$ cat config.mk
export PLATFORM = sky130hd
export DESIGN_NAME = zlt_frame_tx
export DESIGN_NICKNAME = d
export VERILOG_FILES = /design/src/rtl/zlt_pkg.sv /design/src/rtl/zlt_edge_detect.sv /design/src/rtl/zlt_slack_line.sv /design/src/rtl/zlt_frame_loader.sv /design/src/rtl/zlt_ddr_out.sv /design/src/rtl/zlt_frame_tx.sv
export SDC_FILE = /design/constraint.sdc
export NUM_CORES = 1
export LEC_CHECK = 0
export ABC_AREA = 1
export BUFFER_PORTS_ARGS = -buffer_cell sky130_fd_sc_hd__buf_2
export CORE_UTILIZATION = 47
export DETAILED_ROUTE_END_ITERATION = 10
export PLACE_DENSITY = 0.74
export SLEW_MARGIN = 25
export SYNTH_ARGS = -nofsm -noshare
export SYNTH_HDL_FRONTEND = slang
export SYNTH_SLANG_ARGS = --single-unit
$ cat constraint.sdc
create_clock -name clk_ser -period 1 [get_ports clk_ser]
set_input_delay 0.2 -clock clk_ser [delete_from_list [all_inputs] [get_ports clk_ser]]
set_output_delay 0.2 -clock clk_ser [all_outputs]
set_load 0.02 [all_outputs]
$ cat src/rtl/zlt_pkg.sv
// Shared types for the zero-latency frame transmitter.
// Assumes: nothing beyond IEEE 1800-2017 packages.
package zlt_pkg;

    // Payload source of the frame currently leaving the pin
    typedef enum logic {
        MODE_TRAIN = 1'b0,
        MODE_USER  = 1'b1
    } tx_mode_e;

    // Number of slot pairs (serial cycles) in one frame
    function automatic int pairs_per_frame(input int slots);
        return slots / 2;
    endfunction

endpackage

$ cat src/rtl/zlt_edge_detect.sv
// Samples the slow clock as data in the serial domain and flags its rising edge.
// Assumes: the slow clock changes a little after a serial rising edge; SYNC_STAGES >= 2.
// The stages reset to ones so that no false edge appears after reset.
module zlt_edge_detect #(
    parameter int SYNC_STAGES = 2
) (
    input  logic clk_ser,
    input  logic rst_n,
    input  logic clk_par_i,
    output logic rise_o
);

    logic [SYNC_STAGES-1:0] smp_q;

    // Shift the sampled slow clock through the stage chain
    always_ff @(posedge clk_ser) begin
        if (!rst_n) begin
            smp_q <= '1;
        end else begin
            smp_q <= {smp_q[SYNC_STAGES-2:0], clk_par_i};
        end
    end

    // Rising edge: newer stage high, older stage low
    assign rise_o = smp_q[SYNC_STAGES-2] & ~smp_q[SYNC_STAGES-1];

endmodule

$ cat src/rtl/zlt_slack_line.sv
// Delays the edge pulse by SLACK_STAGES-1 serial cycles to form the capture pulse.
// Assumes: SLACK_STAGES >= 1; a value of 1 adds no delay.
module zlt_slack_line #(
    parameter int SLACK_STAGES = 1
) (
    input  logic clk_ser,
    input  logic rst_n,
    input  logic rise_i,
    output logic load_o
);

    generate
        if (SLACK_STAGES <= 1) begin : g_direct
            // No extra slack: capture on the detected edge itself
            assign load_o = rise_i;
        end else begin : g_delay
            localparam int DLY = SLACK_STAGES - 1;
            logic [DLY-1:0] dly_q;

            // Carry the edge pulse down the delay line
            always_ff @(posedge clk_ser) begin
                if (!rst_n) begin
                    dly_q <= '0;
                end else begin
                    dly_q <= (dly_q << 1) | DLY'(rise_i);
                end
            end

            assign load_o = dly_q[DLY-1];
        end
    endgenerate

endmodule

$ cat src/rtl/zlt_frame_loader.sv
// Picks the payload, zero-pads it into a full frame on a capture pulse, and
// shifts it down two slots per serial cycle. Records the mode of the frame.
// Assumes: FRAME_SLOTS even, PAYLOAD_BITS even and not above FRAME_SLOTS.
module zlt_frame_loader
    import zlt_pkg::*;
#(
    parameter int FRAME_SLOTS  = 16,
    parameter int PAYLOAD_BITS = 10
) (
    input  logic                    clk_ser,
    input  logic                    rst_n,
    input  logic                    load_i,
    input  logic                    use_user_i,
    input  logic [PAYLOAD_BITS-1:0] train_i,
    input  logic [PAYLOAD_BITS-1:0] user_i,
    output logic [1:0]              pair_o,
    output tx_mode_e                mode_o
);

    logic [PAYLOAD_BITS-1:0] payload;
    logic [FRAME_SLOTS-1:0]  frame_q;
    tx_mode_e                mode_q;

    // Select the payload source for the next capture
    always_comb begin
        payload = use_user_i ? user_i : train_i;
    end

    // Capture a zero-padded frame, or shift the current one by a pair
    always_ff @(posedge clk_ser) begin
        if (!rst_n) begin
            frame_q <= '0;
            mode_q  <= MODE_TRAIN;
        end else if (load_i) begin
            frame_q <= FRAME_SLOTS'(payload);
            mode_q  <= use_user_i ? MODE_USER : MODE_TRAIN;
        end else begin
            frame_q <= frame_q >> 2;
        end
    end

    assign pair_o = frame_q[1:0];
    assign mode_o = mode_q;

endmodule

$ cat src/rtl/zlt_ddr_out.sv
// Behavioural double-data-rate output register: even slot in the high half,
// odd slot in the low half. The pin is forced low while reset is held.
// Assumes: pair_i is stable at the serial rising edge.
module zlt_ddr_out (
    input  logic       clk_ser,
    input  logic       rst_n,
    input  logic [1:0] pair_i,
    output logic       rise_o,
    output logic       fall_o,
    output logic       pin_o
);

    logic rise_q;
    logic fall_q;

    // Register both slots of the pair on the rising edge
    always_ff @(posedge clk_ser) begin
        if (!rst_n) begin
            rise_q <= 1'b0;
            fall_q <= 1'b0;
        end else begin
            rise_q <= pair_i[0];
            fall_q <= pair_i[1];
        end
    end

    // Clock-phase mux models the output register; reset gates it low
    assign pin_o  = rst_n & (clk_ser ? rise_q : fall_q);
    assign rise_o = rise_q;
    assign fall_o = fall_q;

endmodule

$ cat src/rtl/zlt_frame_tx.sv
// Zero-latency frame transmitter top. It finds the slow-clock edge, waits the
// slack stages, captures a padded frame and sends it at double data rate so the
// frame ends before the next slow edge.
// Assumes: slow period = FRAME_SLOTS/2 serial cycles, both clocks from one source,
// PAYLOAD_BITS + 2*(SLACK_STAGES-1) leaves room inside FRAME_SLOTS.
module zlt_frame_tx
    import zlt_pkg::*;
#(
    parameter int FRAME_SLOTS  = 16,
    parameter int PAYLOAD_BITS = 10,
    parameter int SLACK_STAGES = 1,
    parameter int SYNC_STAGES  = 2
) (
    input  logic                    clk_par,
    input  logic                    clk_ser,
    input  logic                    rst_n,
    input  logic [PAYLOAD_BITS-1:0] train_word,
    input  logic [PAYLOAD_BITS-1:0] user_word,
    input  logic                    use_user,
    output logic                    ser_pin,
    output logic                    training_active
);

    logic       par_rise;
    logic       load_pulse;
    logic [1:0] slot_pair;
    tx_mode_e   frame_mode;
    logic       rise_bit;
    logic       fall_bit;

    zlt_edge_detect #(
        .SYNC_STAGES(SYNC_STAGES)
    ) u_edge (
        .clk_ser  (clk_ser),
        .rst_n    (rst_n),
        .clk_par_i(clk_par),
        .rise_o   (par_rise)
    );

    zlt_slack_line #(
        .SLACK_STAGES(SLACK_STAGES)
    ) u_slack (
        .clk_ser(clk_ser),
        .rst_n  (rst_n),
        .rise_i (par_rise),
        .load_o (load_pulse)
    );

    zlt_frame_loader #(
        .FRAME_SLOTS (FRAME_SLOTS),
        .PAYLOAD_BITS(PAYLOAD_BITS)
    ) u_loader (
        .clk_ser   (clk_ser),
        .rst_n     (rst_n),
        .load_i    (load_pulse),
        .use_user_i(use_user),
        .train_i   (train_word),
        .user_i    (user_word),
        .pair_o    (slot_pair),
        .mode_o    (frame_mode)
    );

    zlt_ddr_out u_ddr (
        .clk_ser(clk_ser),
        .rst_n  (rst_n),
        .pair_i (slot_pair),
        .rise_o (rise_bit),
        .fall_o (fall_bit),
        .pin_o  (ser_pin)
    );

    // Status flag follows the mode of the captured frame
    assign training_active = (frame_mode == MODE_TRAIN);

endmodule

== Word level (Yosys, flattened, before mapping) ==
Cells that the tools add are included.

* Register bits: 19
* Input bits: 24
* Output and inout bits: 2
* Logic and storage cells: 16

* Mux-type cells: 4
* Bitwise logic cells: 5
* Reductions and logical operators: 1

{| class="wikitable"
|+ Operator list
! kind !! count
|-
| $mux 10 || 2
|-
| $not 1->1 || 3
|-
| $and 1x1->1 || 2
|-
| $mux 1 || 2
|-
| $reduce_or 2->1 || 1
|}

== Longest topological paths before layout ==
Gate-level depths: netlist of run 1.

* Depth in word-level cells: 3
* Mapped depth: 5
* Mapped depth without buffers: 5

== Hierarchy ==
Synthesis of run 1 repeated with hierarchy kept, for this count alone.

* Cell total of the unflattened synthesis: 105
* Area total of the unflattened synthesis: 754.5 um^2

{| class="wikitable"
|+ Modules (own cells, without submodules)
! module !! times used !! cells an instance !! area an instance (um^2) !! seq. area each (um^2)
|-
| zlt_frame_loader || 1 || 85 || 605.6 || 220.2
|-
| zlt_ddr_out || 1 || 11 || 76.3 || 40.0
|-
| zlt_edge_detect || 1 || 7 || 61.3 || 40.0
|-
| zlt_slack_line || 1 || 1 || 7.5 || 0.0
|-
| zlt_frame_tx || 1 || 1 || 3.8 || 0.0
|}

==> flow_metrics.py, run 1 <==
metrics = {
    "status": {
        "status": "complete, but fails checks",
        "failed_checks": "setup timing",
    },
    "detailed_routing": {
        "dr.pass1.iters": 4,
        "wl_per_cell_um": 8.61,
        "dr_total_vias": 760,
        "drt_wl_total_mm": 1.44,
        "ant_nets": 0,
        "drc": 0,
        "drtIter0Drc": 14,
        "viasPerCell": 4.55,
    },
    "critical_path": {
        "required_ns": 0.80,
        "crit_arrival_ns": 1.03,
        "critical_path_class": "reg2out",
        "start_kind": "flip-flop",
        "cp-end-kind": "primary output",
        "cp_max_fo": 1,
    },
    "grt": {
        "grt_pass1_vias": 715,
        "antenna_found_initial": 0,
        "overflow": 0,
        "grtUsageTotal_pct": 20.2,
        "grt_max_degree": 21,
        "grt_pass1_wl_mm": 2.66,
    },
    "floorplan": {
        "initial_utilization_pct": 50.3,
        "io_pins": 26,
        "fp.dieW_um": 41.9,
        "row_count": 14,
        "dieHeight_um": 41.9,
        "dieArea_mm2": 0.00176,
        "core_mm2": 0.00149,
    },
    "synth": {
        "synth_xor_area_share_pct": 0,
        "synth_top_cell_by_area": "dfxtp_1",
        "yosysWarnings": 0,
        "synth_area_leaders": "dfxtp_1 40%, nand2_1 16%, nor2_1 13%",
        "synth_cell_types": 15,
        "synth_top_family_by_area": "simple AND/OR/NAND/NOR gates",
        "syn-instance-count": 117,
        "synth_compound_area_share_pct": 4.35,
        "synth-simple-area-share_pct": 38.0,
        "synth_edf_count": 0,
        "ys_seq_area_share_pct": 40.1,
        "muxShareOfSynthArea_pct": 0,
        "yosysMostFrequentCell": "nand2_1",
        "syn_area_per_cell_um2": 6.40,
        "ys_seq_elements": 15,
        "synth_fp_nets": 141,
        "synth_ff_type": "dfxtp_1",
        "synth_top_area_share_pct": 40.1,
        "yosys.area_share.adder_pct": 0,
        "synthArstFlopShare_pct": 0,
        "synthesis.area_um2": 748,
        "yosys-top-cells-count": "32 x nand2_1, 26 x nor2_1, 23 x inv_1",
    },
    "timing": {
        "final-setup-viol-count": 2,
        "tightest_slew_ns": 0.305,
        "fin_worst_skew_ns": 0.00357,
        "timing.final.crit_share_pct": 123,
        "setup_ws_ns": -0.231,
        "grt_setup_unrepaired": "true",
        "relSlewSlack_pct": 79.7,
        "slew_violations": 0,
        "timing.fmax_mhz": 812,
        "final_hold_viol_count": 0,
        "min_period_ns": 1.23,
        "hold_slack_ns": 0.0493,
    },
    "final_layout": {
        "syn_to_final_growth_pct": 31.8,
        "fin_nets": 175,
        "diodes": 0,
        "drive_gt1_share_pct": 31.1,
        "fillers": 144,
    },
    "job": {
        "max_cap_viol_count": 0,
    },
    "placement": {
        "place_congestion": 0.732,
        "io_buffers": 25,
        "place_hpwl_mm": 1.04,
        "post-place-ws_ns": -0.0555,
    },
    "pwr": {
        "p_leak_nw": 0.558,
        "ir_drop_mv": 0.937,
        "p_per_area_mw_per_mm2": 1640,
    },
    "cts": {
        "post-cts-setup-buffers": 0,
        "clk_pin_slew_worst_paths_ns": 0.09,
        "worstSkewPairLatency_ns": 0.40,
        "cts_tree": "built",
    },
    "worst_hold_path": {
        "hold_path_class": "in2reg",
    },
}
[power breakdown]
group          leakage, nW  internal [mW]  switching, mW
sequential           0.123          0.619        0.00801
clock               0.0503          0.460          0.362
combinational        0.385         0.0795         0.0929
total                0.558           1.16          0.463
[cell usage in the layout, fill, tap and decap left out, drive strengths merged]
cell	netlist	layout
inv	25	25
dfxtp	15	15
o21ai	2	2
nand3	8	8
clkbuf	0	5
clkinv	0	2
nand2	34	34
a21oi	3	3
dlygate4sd3	0	1
buf	4	30
nor2	26	26
[path summary, 6_finish.rpt]
| kind | startpoint | end | slack, ns | depth (start not counted) |
|---|---|---|---|---|
| worst max-delay path | u_ddr.fall_o$_SDFF_PN0_ | ser_pin | -0.23 | 3 |
| worst min-delay path | train_word[8] | u_loader.frame_q[8]$_SDFF_PN0_ | 0.05 | 3 |
| worst max register to register | u_edge.smp_q[0]$_SDFF_PN1_ | u_loader.mode_o$_SDFFE_PN0P_ | 0.12 | 4 |
| worst min register to register | u_loader.frame_q[1]$_SDFF_PN0_ | u_ddr.fall_o$_SDFF_PN0_ | 0.42 | 2 |
[worst max-delay path, stage by stage, from the launching register on]
cell and delay (ns):
dfxtp_2 0.35, o21ai_4 0.05, a21oi_2 0.09, buf_4 0.15
[area by class of cell]
cell class | count | area, um^2 | area share, %
clock buffer | 8 | 67.6 | 6.85
clock inverter | 2 | 8.76 | 0.888
inverter | 25 | 96.3 | 9.77
multi-input combinational | 73 | 332 | 33.6
sequential | 15 | 303 | 30.7
tap | 16 | 20.0 | 2.03
timing repair buffer | 28 | 159 | 16.1
[repair_timing]
item / 4_1_cts / 5_1_grt
pin swaps: 0 / 1
hold buffers: 1 / 0
hold endpoints to repair: 1 / 0
endpoints found under the setup margin: 2 / 2
resized for setup: 6 / 7
[state kept, by name, indices dropped and copies added, names as in the netlist]
name / count
u_loader.frame_q: 10
u_edge.smp_q: 2
u_ddr.fall_o: 1
u_loader.mode_o: 1
u_ddr.rise_o: 1
[metrics by stage]
| step | utilization (%) | setup TNS, ns | power, mW | cell area (um^2) | std cells |
|---|---|---|---|---|---|
| floorplan | - | 0 | 0.804 | 752 | 117 |
| global placement | 59.4 | -0.0555 | 0.878 | 885 | 157 |
| detailed placement | 59.4 | -0.0555 | 0.883 | 885 | 157 |
| CTS | 65.0 | -0.362 | 1.52 | 967 | 167 |
| global route | 66.2 | -0.404 | 1.71 | 986 | 167 |
| finish | 66.2 | -0.325 | 1.62 | 986 | 167 |
[cell families (layout without fill, tap and decap cells)]
logic type | Yosys count | count (layout)
AND/OR/NAND/NOR | 68 | 68
buffers and inverters | 29 | 63
flip-flops | 15 | 15
AO/OA/AOI/OAI | 5 | 5
[per-layer routing]
metal	global-route usage, %	up-vias	routed length, um	part of all wire, %
li1	-	402	-	-
met1	24.1	328	630	44
met2	30.9	25	706	49
met3	6.52	5	62	4.3
met4	12.9	0	38	2.6
met5	0	-	0	0
No activity file was read; power rests on OpenSTA's default activity.
==> run 2, diff against run 1 <==
Settings changed: BUFFER_PORTS_ARGS -buffer_cell sky130_fd_sc_hd__buf_2 to not set, CORE_AREA set to 2 2 39 41, CORE_UTILIZATION 47 to not set, DIE_AREA set to 0 0 41 43, DONT_BUFFER_PORTS set to 1, PLACE_DENSITY 0.74 to 0.7.
==> run 2 against run 1 <==
The run still ends with setup timing left. Register-to-register slack got worse by 0.03 ns. Sequential cell count unchanged. Sequential share of layout area increased by 2.2 points. Cell count decreased by 13%.
==> flow_metrics.py, run 2 (same netlist as run 1, synthesis figures left out) <==
metrics = {
    "grt": {
        "overflow": 0,
        "grt_pass1_wl_mm": 2.44,
        "antenna_found_initial": 0,
        "grt_max_degree": 15,
        "grtUsageTotal_pct": 22.1,
        "grt_pass1_vias": 639,
    },
    "cts": {
        "clk_pin_slew_worst_paths_ns": 0.09,
        "cts_tree": "built",
        "worstSkewPairLatency_ns": 0.39,
    },
    "job": {
        "max_cap_viol_count": 0,
    },
    "final_layout": {
        "final_util_pct": 66.5,
        "most-common-layout-cells": "32 x nand2_1, 26 x nor2_1, 22 x inv_1",
        "fin_nets": 154,
        "reg_top3": "u_loader.frame_q: 10 flops, u_edge.smp_q: 2 flops",
        "syn_to_final_growth_pct": 22.9,
        "instances_no_fill": 146,
        "largest-register": "u_loader.frame_q",
        "final_common_cell": "nand2_1",
        "largest_register_ffs": 10,
        "diodes": 0,
        "drive_gt1_share_pct": 14.6,
    },
    "timing": {
        "final-setup-viol-count": 2,
        "tightest_slew_ns": 0.524,
        "fin_worst_skew_ns": 0.00102,
        "grt_setup_unrepaired": "true",
        "hold_slack_ns": 0.00341,
        "final_hold_viol_count": 0,
        "relSlewSlack_pct": 65.0,
        "slew_violations": 0,
        "min_period_ns": 1.19,
        "setup_ws_ns": -0.186,
        "timing.final.crit_share_pct": 119,
        "timing.fmax_mhz": 848,
    },
    "pwr": {
        "p_per_area_mw_per_mm2": 1730,
        "ir_drop_mv": 1.24,
        "p_leak_nw": 0.486,
        "p_total_mw": 1.59,
    },
    "detailed_routing": {
        "dr_total_vias": 671,
        "drtIter0Drc": 7,
        "viasPerCell": 4.60,
        "drt_wl_total_mm": 1.52,
        "wl_per_cell_um": 10.4,
        "drc": 0,
        "ant_nets": 0,
        "dr.pass1.iters": 4,
    },
    "placement": {
        "place_congestion": 0.696,
        "dp.cells": 130,
        "place_hpwl_um": 894,
        "io_buffers": 0,
    },
    "worst_hold_path": {
        "hold_path_class": "in2reg",
    },
    "critical_path": {
        "cp-end-kind": "primary output",
        "required_ns": 0.80,
        "start_kind": "clock port",
        "cp_max_fo": 2,
        "critical_path_class": "clk2out",
        "crit_arrival_ns": 0.99,
    },
    "floorplan": {
        "dieHeight_um": 43,
        "dieArea_mm2": 0.00176,
        "initial_utilization_pct": 54.1,
        "io_pins": 26,
        "core_mm2": 0.00138,
        "fp.dieW_um": 41,
        "row_count": 14,
    },
    "status": {
        "failed_checks": "setup timing",
        "status": "complete, but fails checks",
    },
}
==> run 2: changes by cell type in the layout (fill, tap and decap cells not counted), sizes merged <==
cell	previous run	this run
buf	30	1
dlygate4sd3	1	6
clkbuf	5	8
clkinv	2	1
dlymetal6s4s	0	1
==> run 2: what timing repair did <==
| item | 4_1_cts | 5_1_grt |
|---|---|---|
| endpoints found under the hold margin | 15 | 0 |
| resized for setup | 9 | 1 |
| buffers inserted | 0 | 0 |
| hold buffers | 7 | 0 |
| endpoints found under the setup margin | 2 | 9 |
| cloned | 0 | 0 |
| pin swaps | 1 | 0 |
==> run 2: routing by layer <==
| layer | routed length [um] | up-vias | GRT usage [%] | part of all wire [%] |
|---|---|---|---|---|
| met1 | 667 | 288 | 23.7 | 44 |
| met4 | 19 | 0 | 16.7 | 1.3 |
| met5 | 0 | - | 0 | 0 |
| met3 | 91 | 2 | 13.6 | 6.0 |
| met2 | 740 | 19 | 30.0 | 49 |
| li1 | - | 362 | - | - |
==> run 2: final timing paths <==
| kind | startpoint | to | slack [ns] | cells after the start |
|---|---|---|---|---|
| setup / recovery | clk_ser | ser_pin | -0.19 | 4 |
| hold / removal | use_user | u_loader.frame_q[5]$_SDFF_PN0_ | 0.003 | 3 |
| hold reg to reg | u_loader.frame_q[0]$_SDFF_PN0_ | u_ddr.rise_o$_SDFF_PN0_ | 0.42 | 2 |
| setup reg to reg | u_edge.smp_q[0]$_SDFF_PN1_ | u_loader.mode_o$_SDFFE_PN0P_ | 0.09 | 4 |
==> run 2: worst max-delay path, stage by stage <==
cell	delay [ns]
clkbuf_4	0.12
clkbuf_8	0.13
o21ai_4	0.16
a21oi_4	0.07
==> run 2: cell type report <==
type	count	area (um^2)
inverters	25	98.8
clock inverters	1	3.75
repair buffers	8	92.6
fillers	132	464
clock buffers	8	62.6
flip-flops and latches	15	303
well taps	16	20.0
multi-input cells	73	339
==> run 2: per-stage QoR <==
stage	instance area (um^2)	setup WS, ns	setup TNS (ns)
floorplan	752	0.0368	0
global placement	757	0.0368	0
detailed placement	757	0.0367	0
CTS	917	-0.188	-0.240
global route	920	-0.213	-0.255
finish	920	-0.186	-0.195
==> run 2: report_power, final <==
| part | leakage, nW | total [mW] | internal (mW) | switching (mW) |
|---|---|---|---|---|
| clock | 0.0430 | 0.818 | 0.435 | 0.383 |
| combinational | 0.319 | 0.141 | 0.0629 | 0.0786 |
| sequential | 0.123 | 0.628 | 0.619 | 0.00891 |
==> run 3, diff against run 2 <==
Settings changed: ABC_AREA 1 to not set, MAX_ROUTING_LAYER set to met4, PLACE_DENSITY 0.7 to 0.61, SLEW_MARGIN 25 to 40.
==> run 3 against run 2 <==
The run still ends with setup timing left. Worst setup slack got worse by 0.048 ns. Worst hold slack improved by 0.0062 ns. Register-to-register slack got worse by 0.09 ns. Cell count decreased by 34%. Critical endpoint unchanged. Sequential power about the same.
==> flow_metrics.py, run 3 <==
metrics = {
    "status": {
        "status": "complete, but fails checks",
        "failed_checks": "setup timing",
    },
    "final_layout": {
        "final_util_pct": 65.2,
        "reg_top3": "u_loader.frame_q: 10 flops, u_edge.smp_q: 2 flops",
        "final_area_um2": 902,
        "drive_gt1_share_pct": 30.0,
        "largest-register": "u_loader.frame_q",
        "most-common-layout-cells": "16 x dlygate4sd3_1, 12 x mux2i_1, 11 x dfxtp_1",
        "diodes": 0,
        "regArea_um2": 305,
        "final_common_cell": "dlygate4sd3_1",
        "syn_to_final_growth_pct": 40.8,
        "largest_register_ffs": 10,
        "fin_nets": 105,
        "multiInputGateArea_um2": 300,
        "fillers": 117,
    },
    "grt": {
        "grtUsageTotal_pct": 17.2,
        "grt_max_degree": 18,
        "antenna_found_initial": 0,
        "grt_pass1_wl_mm": 1.68,
        "overflow": 0,
        "grt_pass1_vias": 432,
    },
    "critical_path": {
        "start_kind": "flip-flop",
        "critical_path_class": "reg2out",
        "cp_slowest_cell": "dfxtp_2",
        "crit_arrival_ns": 1.03,
        "cp-end-kind": "primary output",
        "cp_max_fo": 1,
        "critPathMaxStageDelay_ns": 0.32,
        "path_cells": "mux2i_1 -> nor2b_2",
        "required_ns": 0.80,
    },
    "synth": {
        "yosysWarnings": 0,
        "ys_seq_elements": 15,
        "synthArstFlopShare_pct": 0,
        "synthesis.area_um2": 641,
        "syn-instance-count": 58,
        "synth_fp_nets": 82,
        "synth_area_leaders": "dfxtp_1 47%, mux2i_1 19%, a21oi_1 5.5%",
        "syn_area_per_cell_um2": 11.0,
        "synth_cell_types": 15,
        "synth_edf_count": 0,
        "synth_ff_type": "dfxtp_1",
        "yosysMostFrequentCell": "dfxtp_1",
        "synth_top_area_share_pct": 46.9,
        "ys_seq_area_share_pct": 46.9,
        "synth_top_cell_by_area": "dfxtp_1",
        "yosys-top-cells-count": "15 x dfxtp_1, 12 x mux2i_1, 7 x a21oi_1, 7 x o21ai_0, 3 x buf_6",
    },
    "floorplan": {
        "io_pins": 26,
        "initial_utilization_pct": 46.3,
        "row_count": 14,
        "fp.dieW_um": 41,
        "dieArea_mm2": 0.00176,
        "core_mm2": 0.00138,
        "dieHeight_um": 43,
    },
    "timing": {
        "hold_slack_ns": 0.00962,
        "slew_violations": 0,
        "setup_ws_ns": -0.233,
        "fin_setup_tns_ns": -0.258,
        "timing.fmax_mhz": 811,
        "fin_worst_skew_ns": 0.00579,
        "grt_setup_unrepaired": "true",
        "timing.final.crit_share_pct": 123,
        "final_hold_viol_count": 0,
        "relSlewSlack_pct": 63.6,
        "final-setup-viol-count": 3,
        "min_period_ns": 1.23,
        "tightest_slew_ns": 0.546,
    },
    "placement": {
        "place_congestion": 0.614,
        "place_area_um2": 629,
        "io_buffers": 0,
        "place_hpwl_um": 625,
    },
    "detailed_routing": {
        "drtIter0Drc": 9,
        "viasPerCell": 5.08,
        "wl_per_cell_um": 13.7,
        "drc": 0,
        "drt_wl_total_mm": 1.31,
        "dr.pass1.iters": 4,
        "ant_nets": 0,
        "dr_total_vias": 488,
    },
    "pwr": {
        "p_leak_nw": 0.381,
        "clock_power_share_pct": 38.5,
        "p_total_mw": 1.27,
        "ir_drop_mv": 0.936,
        "p_per_area_mw_per_mm2": 1410,
        "p_int_mw": 0.978,
        "switching_power_mw": 0.296,
        "combPwrFrac_pct": 12.3,
        "switching_share_pct": 23.2,
        "p_seq_share_pct": 49.2,
    },
    "worst_hold_path": {
        "hold_path_class": "in2reg",
    },
    "job": {
        "max_cap_viol_count": 0,
    },
    "cts": {
        "clk_pin_slew_worst_paths_ns": 0.08,
        "cts_tree": "built",
        "worstSkewPairLatency_ns": 0.40,
    },
}
-- run 3: cell type report --
class,count,area share (%)
Inverter,1,0.693
Sequential cell,15,33.8
Tap cell,16,2.22
Multi-Input combinational cell,38,33.3
Clock buffer,6,4.58
Timing Repair Buffer,20,25.4
-- run 3: cells by family (layout without fill, tap and decap cells) --
group,count (synthesis),in the layout,share of synthesized area (%)
compound gates,16,16,13.7
buf+inv,5,27,8.98
simple gates,10,10,11.7
mux,12,12,18.8
flops,15,15,46.9
-- run 3: power groups by stage --
stage	logic (mW)	clock network (mW)	registers, mW
after floorplan	0.0871	0.0234	0.637
after global placement	0.0708	0.0234	0.638
after detailed placement	0.0724	0.0234	0.638
after CTS	0.107	0.512	0.625
after global routing	0.169	0.543	0.629
final	0.157	0.490	0.627
-- run 3: worst max-delay path, delay by kind of cell (launching register included) --
family	cells	cell delay [ns]
flops	1	0.32
simple gates	1	0.24
mux	1	0.07
-- run 3: what timing repair did --
item | CTS | global route
gates cloned | 0 | 1
endpoints found under the hold margin | 15 | 4
gates resized for setup | 3 | 14
endpoints found under the setup margin | 2 | 9
setup buffers | 0 | 1
pin swaps | 0 | 2
hold buffers | 8 | 9
-- run 3: per-layer routing --
layer  vias to the layer above  share of wire [%]  track usage [%]  routed length, um
li1                        243                  -                -                  -
met1                       226                 36             13.8                474
met2                        17                 56             23.1                733
met3                         2                6.6             17.3                 86
met4                         0                1.3             11.3                 17
met5                         -                  0                -                  0
-- run 3: per-stage QoR --
step | std cells | setup WS (ns)
6_report | 96 | -0.233
4_1_cts | 85 | -0.256
3_3_place_gp | 71 | -0.0303
3_5_place_dp | 71 | -0.0303
2_1_floorplan | 58 | -0.0303
5_1_grt | 96 | -0.304
-- run 3: path summary, 6_finish.rpt --
kind	from	endpoint	slack [ns]	depth (start not counted)
worst max-delay path	u_ddr.rise_o$_SDFF_PN0_	ser_pin	-0.23	2
worst max register to register	u_edge.smp_q[0]$_SDFF_PN1_	u_loader.frame_q[0]$_SDFF_PN0_	0	5
worst min-delay path	use_user	u_loader.frame_q[4]$_SDFF_PN0_	0.01	2
worst min register to register	u_edge.smp_q[0]$_SDFF_PN1_	u_edge.smp_q[1]$_SDFF_PN1_	0.43	1
